File: config.mk
export PLATFORM = sky130hd
export DESIGN_NAME = page_allocator
export DESIGN_NICKNAME = d
export VERILOG_FILES = /design/src/rtl/pgalloc_pkg.sv /design/src/rtl/page_pick.sv /design/src/rtl/free_counter.sv /design/src/rtl/page_allocator.sv
export SDC_FILE = /design/constraint.sdc
export NUM_CORES = 1
export LEC_CHECK = 0
export CAP_MARGIN = 10
export CORE_AREA = 2 2 61 52
export DETAILED_ROUTE_END_ITERATION = 10
export DIE_AREA = 0 0 63 54
export PLACE_DENSITY = 0.74
export SLEW_MARGIN = 40
export SYNTH_ARGS = -nofsm -noshare
export SYNTH_HDL_FRONTEND = slang
export SYNTH_SLANG_ARGS = --single-unit
File: constraint.sdc
create_clock -name clk -period 1.4 [get_ports clk]
set_input_delay 0.21 -clock clk [delete_from_list [all_inputs] [get_ports clk]]
set_output_delay 0.21 -clock clk [all_outputs]
set_load 0.005 [all_outputs]
File: src/rtl/pgalloc_pkg.sv
package pgalloc_pkg;

    // Result code meaning "no page obtained"; above any valid page number.
    localparam logic [7:0] NO_PAGE = 8'h80;

    // Host operation carried in the top three bits of the command byte.
    typedef enum logic [2:0] {
        OP_IDLE      = 3'd0,
        OP_TX_ALLOC  = 3'd1,
        OP_POOL_CLR  = 3'd2,
        OP_RELEASE   = 3'd5
    } host_op_e;

endpackage

File: src/rtl/page_pick.sv
// Lowest-numbered clear bit finder.
module page_pick #(
    parameter int NUM_PAGES = 4,
    parameter int PAGE_W    = 2
) (
    input  logic [NUM_PAGES-1:0] used,
    output logic                 found,
    output logic [PAGE_W-1:0]    idx
);
    always_comb begin
        found = 1'b0;
        idx   = '0;
        for (int i = NUM_PAGES - 1; i >= 0; i--) begin
            if (!used[i]) begin
                found = 1'b1;
                idx   = PAGE_W'(i);
            end
        end
    end
endmodule

File: src/rtl/free_counter.sv
// Counts clear bits in the page map.
module free_counter #(
    parameter int NUM_PAGES = 4,
    parameter int CNT_W     = 3
) (
    input  logic [NUM_PAGES-1:0] used,
    output logic [CNT_W-1:0]     count
);
    always_comb begin
        count = '0;
        for (int i = 0; i < NUM_PAGES; i++) begin
            count = count + CNT_W'(!used[i]);
        end
    end
endmodule

File: src/rtl/page_allocator.sv
module page_allocator
    import pgalloc_pkg::*;
#(
    parameter int NUM_PAGES = 4,
    localparam int PAGE_W   = (NUM_PAGES > 1) ? $clog2(NUM_PAGES) : 1,
    localparam int CNT_W    = $clog2(NUM_PAGES + 1)
) (
    input  logic             clk,
    input  logic             rst_n,
    input  logic             cmd_valid,
    input  logic [7:0]       cmd_byte,
    input  logic [7:0]       pkt_num,
    input  logic             rx_alloc_req,
    input  logic             rx_rel_valid,
    input  logic [7:0]       rx_rel_page,
    output logic [7:0]       tx_result,
    output logic             alloc_done,
    output logic [CNT_W-1:0] free_pages,
    output logic             rx_rsp_valid,
    output logic [7:0]       rx_rsp_page
);

    typedef struct packed {
        logic [NUM_PAGES-1:0] used;
        logic                 pend;
        logic                 done;
        logic [7:0]           res;
        logic                 rx_v;
        logic [7:0]           rx_pg;
    } state_t;

    state_t st_q, st_d;

    // Command decode
    logic [2:0] op;
    logic       op_alloc, op_clr, op_rel;
    logic       host_rel_ok, rx_rel_ok, any_rel;

    assign op          = cmd_byte[7:5];
    assign op_alloc    = cmd_valid && (op == OP_TX_ALLOC);
    assign op_clr      = cmd_valid && (op == OP_POOL_CLR);
    assign op_rel      = cmd_valid && (op == OP_RELEASE);
    assign host_rel_ok = op_rel && (pkt_num < 8'(NUM_PAGES));
    assign rx_rel_ok   = rx_rel_valid && (rx_rel_page < 8'(NUM_PAGES));
    assign any_rel     = host_rel_ok || rx_rel_ok;

    // Map after this cycle's releases, and after the receive grant
    logic [NUM_PAGES-1:0] map_rel, map_rx;
    logic                 rx_found, tx_found;
    logic [PAGE_W-1:0]    rx_idx, tx_idx;
    logic                 rx_take;

    always_comb begin
        map_rel = st_q.used;
        if (host_rel_ok) map_rel[pkt_num[PAGE_W-1:0]] = 1'b0;
        if (rx_rel_ok)   map_rel[rx_rel_page[PAGE_W-1:0]] = 1'b0;
    end

    page_pick #(.NUM_PAGES(NUM_PAGES), .PAGE_W(PAGE_W)) u_pick_rx (
        .used  (map_rel),
        .found (rx_found),
        .idx   (rx_idx)
    );

    assign rx_take = rx_alloc_req && rx_found && !op_clr;

    always_comb begin
        map_rx = map_rel;
        if (rx_take) map_rx[rx_idx] = 1'b1;
    end

    page_pick #(.NUM_PAGES(NUM_PAGES), .PAGE_W(PAGE_W)) u_pick_tx (
        .used  (map_rx),
        .found (tx_found),
        .idx   (tx_idx)
    );

    // Next-state logic
    always_comb begin
        logic tx_try;
        st_d       = st_q;
        st_d.used  = map_rx;
        st_d.rx_v  = rx_alloc_req;
        st_d.rx_pg = rx_take ? 8'(rx_idx) : NO_PAGE;

        tx_try = op_alloc || (st_q.pend && any_rel);
        if (op_alloc) st_d.done = 1'b0;
        if (tx_try) begin
            if (tx_found) begin
                st_d.used[tx_idx] = 1'b1;
                st_d.res          = 8'(tx_idx);
                st_d.pend         = 1'b0;
                st_d.done         = 1'b1;
            end else begin
                st_d.res  = NO_PAGE;
                st_d.pend = 1'b1;
            end
        end

        if (op_clr) begin
            st_d.used = '0;
            st_d.pend = 1'b0;
            st_d.done = 1'b0;
            st_d.res  = 8'h00;
        end
    end

    always_ff @(posedge clk or negedge rst_n) begin
        if (!rst_n) begin
            st_q <= '0;
        end else begin
            st_q <= st_d;
        end
    end

    free_counter #(.NUM_PAGES(NUM_PAGES), .CNT_W(CNT_W)) u_free (
        .used  (st_q.used),
        .count (free_pages)
    );

    assign tx_result    = st_q.res;
    assign alloc_done   = st_q.done;
    assign rx_rsp_valid = st_q.rx_v;
    assign rx_rsp_page  = st_q.rx_pg;

    // a pending transmit request always shows the failure code
    a_r4_pend_code: assert property (@(posedge clk) disable iff (!rst_n)
        st_q.pend |-> (tx_result == NO_PAGE));

    // the done flag only rises together with a real page number
    a_r5_done_page: assert property (@(posedge clk) disable iff (!rst_n)
        $rose(alloc_done) |-> (tx_result < 8'(NUM_PAGES)));

    // a release while pending, with no competing receive request, completes it
    a_r7_retry: assert property (@(posedge clk) disable iff (!rst_n)
        (st_q.pend && any_rel && !rx_alloc_req && !op_clr) |=> (!st_q.pend && alloc_done));

    // a receive response follows a receive request
    a_r8_rsp_follow: assert property (@(posedge clk) disable iff (!rst_n)
        rx_rsp_valid |-> $past(rx_alloc_req));

    // pool reset empties the pool and cancels any pending request
    a_r9_pool_clr: assert property (@(posedge clk) disable iff (!rst_n)
        op_clr |=> (free_pages == CNT_W'(NUM_PAGES) && !st_q.pend));

    // free count never exceeds the pool
    a_r10_free_bound: assert property (@(posedge clk) disable iff (!rst_n)
        free_pages <= CNT_W'(NUM_PAGES));

endmodule

==> metrics.txt <==
status=finished with violations; failing checks=setup timing; WP data required=1.19 ns; async set-or-reset flop fraction in the synthesized netlist=100%; CTS tree=done; post-synthesis sequential area ratio=32.0%; Arr. time, crit path=1.70 ns; EDFF count, synth=0; Post-Route WL=3.35 mm; Hold Vio Cnt, Final=0; Placed Area=1500 um2; Hold Crit Class=primary input to asynchronous set/reset pin; pwr dens=656 nW/um2; Yosys cell types=39; initial antenna violation count=0; first-pass GRT wire length=5.20 mm; crit path time final=1.91 ns; Num Clock Sinks=12; Iter 0 DRT Violations=54; die area=3400 um2; RePlAce Congestion=0.808; slowest cell delay on critical path=0.42 ns; Mean Syn Cell Area=9.67 um2; crit-path cells=inv_2 -> ha_4 -> fa_2 -> ha_4 -> buf_6; CTS Hold Bufs=0; Static Leak=0.853 nW; post-synthesis mux area share=0%; Die Y-Extent=54 um; hold slack final=0.217 ns; cell mode on critical path=ha_4; IO Pins=50; DR vias=1045; # rows=18; xor-xnor portion of the synthesized cell area=0%; DR pass1 iterations=4; Inserted Diodes=0; total number of yosys warnings=0; Clock Tree Buf Depth=2; Starting Density=32.8%; Synth Register Bits=12; Global Route Usage Sum=20.3%; detailed placement HPWL=2.10 mm; Routed Antenna Nets=0; pin count of the biggest net entering global routing=13; CP max-delay cell=dfrtp_1; PortBufs=34; Final Cycle Share=136%; fmax=0.525 GHz; Startpoint Class=flip-flop; Clock Skews=0.00911 ns; Adder-Cell Fraction of Synth Area=4.80%; Avg Vias per Cell=4.98; worst-skew pair later-pin latency=0.29 ns; Max FO, Critical Path=2; Die W=63 um; H-Tree Level Count=1; placeable core region=2860 um2; total power=1.20 mW; GRT Residual Overflow=0; Setup violations, final=14; CTS buffer count=3; critical path class=flip-flop to output pin; design area=1830 um2; RSZ-0062 raised after global routing=yes; wire per inst=15.9 um; vias in the first global route=1074; CTS clk-pin slew, worst paths=0.08 ns; Area Overhead vs Synth=95.1%; root buf cell=clkbuf_4; compound-cell area share of the yosys netlist=27.9%; layout cells sized above 1=60.6%; nets=203; largest family of logic cells by synthesized area=compound AO/OA/AOI/OAI gates; Slew Viols, Final=0; simple-gate share of the synthesized area=19.7%; Peak VDD IR=0.000444 V; Crit. End Element=output pin; cell area after synthesis=938 um2; post-synthesis cell count=97; MaxCap Viol Count=0; ys flop type=dfrtp_1; detailed-route DRC error count=0; Final WS setup=-0.506 ns
-- sequential cells by signal, indices dropped and copies added, names as in the netlist --
| name | cells |
|---|---|
| rx_rsp_valid | 1 |
| alloc_done | 1 |
| rx_rsp_page | 3 |
| tx_result | 2 |
| st_q | 5 |
-- routing by layer --
metal	up-vias	track usage (%)	routed length, um
met3	6	6.07	175
met1	509	21.4	1260
met5	-	0	0
li1	489	-	-
met4	0	4.81	68
met2	41	40.6	1840
-- cell type report --
| class | instances | area, um2 |
|---|---|---|
| fill | 227 | 1030 |
| tap | 40 | 50.0 |
| clock buffer | 4 | 36.3 |
| sequential | 12 | 300 |
| timing repair buffer | 76 | 643 |
| inverter | 6 | 22.5 |
| multi-input combinational | 72 | 778 |
-- through the flow --
stage	util, %	setup TNS (ns)	setup slack (ns)	std cells
global placement	52.4	-11.19	-1.01	193
global route	64.0	-5.01	-0.537	210
finish	64.0	-4.42	-0.506	210
floorplan	-	-4.01	-0.569	106
detailed placement	52.4	-11.57	-1.05	193
CTS	61.1	-4.50	-0.508	207
-- logic make-up after synthesis --
logic type,count (synthesis)
and+or+nand+nor,27
adders and majority gates,3
other,1
DFF,12
buffers and inverters,22
AOI/OAI and AO/OA,32
-- report_power, final --
part | internal (mW) | switching [mW] | total [mW]
clock | 0.159 | 0.126 | 0.284
combinational | 0.290 | 0.237 | 0.527
sequential | 0.373 | 0.0157 | 0.389
total | 0.822 | 0.378 | 1.20
-- synthesized netlist by cell type, types with 2 or more instances --
master / n / area, um2
a21o_1: 2 / 15.0
a21oi_1: 5 / 25.0
a31oi_1: 3 / 18.8
and3_1: 2 / 12.5
buf_4: 16 / 120
dfrtp_1: 12 / 300
ha_1: 2 / 25.0
inv_1: 6 / 22.5
nand2_1: 4 / 15.0
nand3_1: 2 / 10.0
nor2_1: 3 / 11.3
nor4b_1: 3 / 26.3
nor4bb_1: 2 / 20.0
o211ai_2: 3 / 37.5
o21ai_0: 5 / 25.0
o2bb2ai_1: 2 / 17.5
o311a_1: 2 / 20.0
or4b_4: 2 / 27.5
-- placed cells by master (no fill, tap or decap), types with 2 or more instances in the layout --
cell type | netlist | final
dlygate4sd2_1 | 0 | 3
ha_4 | 0 | 2
dlymetal6s2s_1 | 0 | 2
nand2_1 | 4 | 3
nor2_2 | 0 | 2
nor4b_4 | 0 | 2
nor4bb_1 | 2 | 2
clkbuf_2 | 0 | 2
conb_1 | 1 | 10
inv_1 | 6 | 4
o211ai_2 | 3 | 2
o21ai_2 | 0 | 4
buf_6 | 0 | 15
and3_1 | 2 | 2
or4b_4 | 2 | 2
a21o_1 | 2 | 2
buf_2 | 0 | 9
nand2_4 | 0 | 2
dfrtp_1 | 12 | 12
inv_2 | 0 | 2
a21oi_2 | 0 | 4
clkbuf_4 | 0 | 3
clkdlybuf4s50_1 | 0 | 11
buf_4 | 16 | 33
-- worst paths after layout --
kind	startpoint	to	slack [ns]	depth (start not counted)
max	st_q[20]	free_pages[1]	-0.51	5
max reg2reg	st_q[20]	tx_result[1]	-0.32	8
min	rst_n	st_q[21]	0.22	2
max in group asynchronous	rst_n	st_q[20]	1.02	2
min in group clk	cmd_byte[7]	st_q[21]	0.44	4
min reg2reg	tx_result[1]	tx_result[1]	0.50	1
-- worst max-delay path: cells and delay by family, from the launching register on --
| family | cells | cell delay (ns) |
|---|---|---|
| adder cells (fa/ha/maj) | 3 | 0.81 |
| buffers and inverters | 2 | 0.20 |
| flip-flops | 1 | 0.42 |
-- what timing repair did --
action	in CTS	in global routing
buffers inserted	11	4
endpoints found under the setup margin	15	15
gates resized for setup	111	18
pin swaps	34	14
No activity file was read; power rests on OpenSTA's default activity.
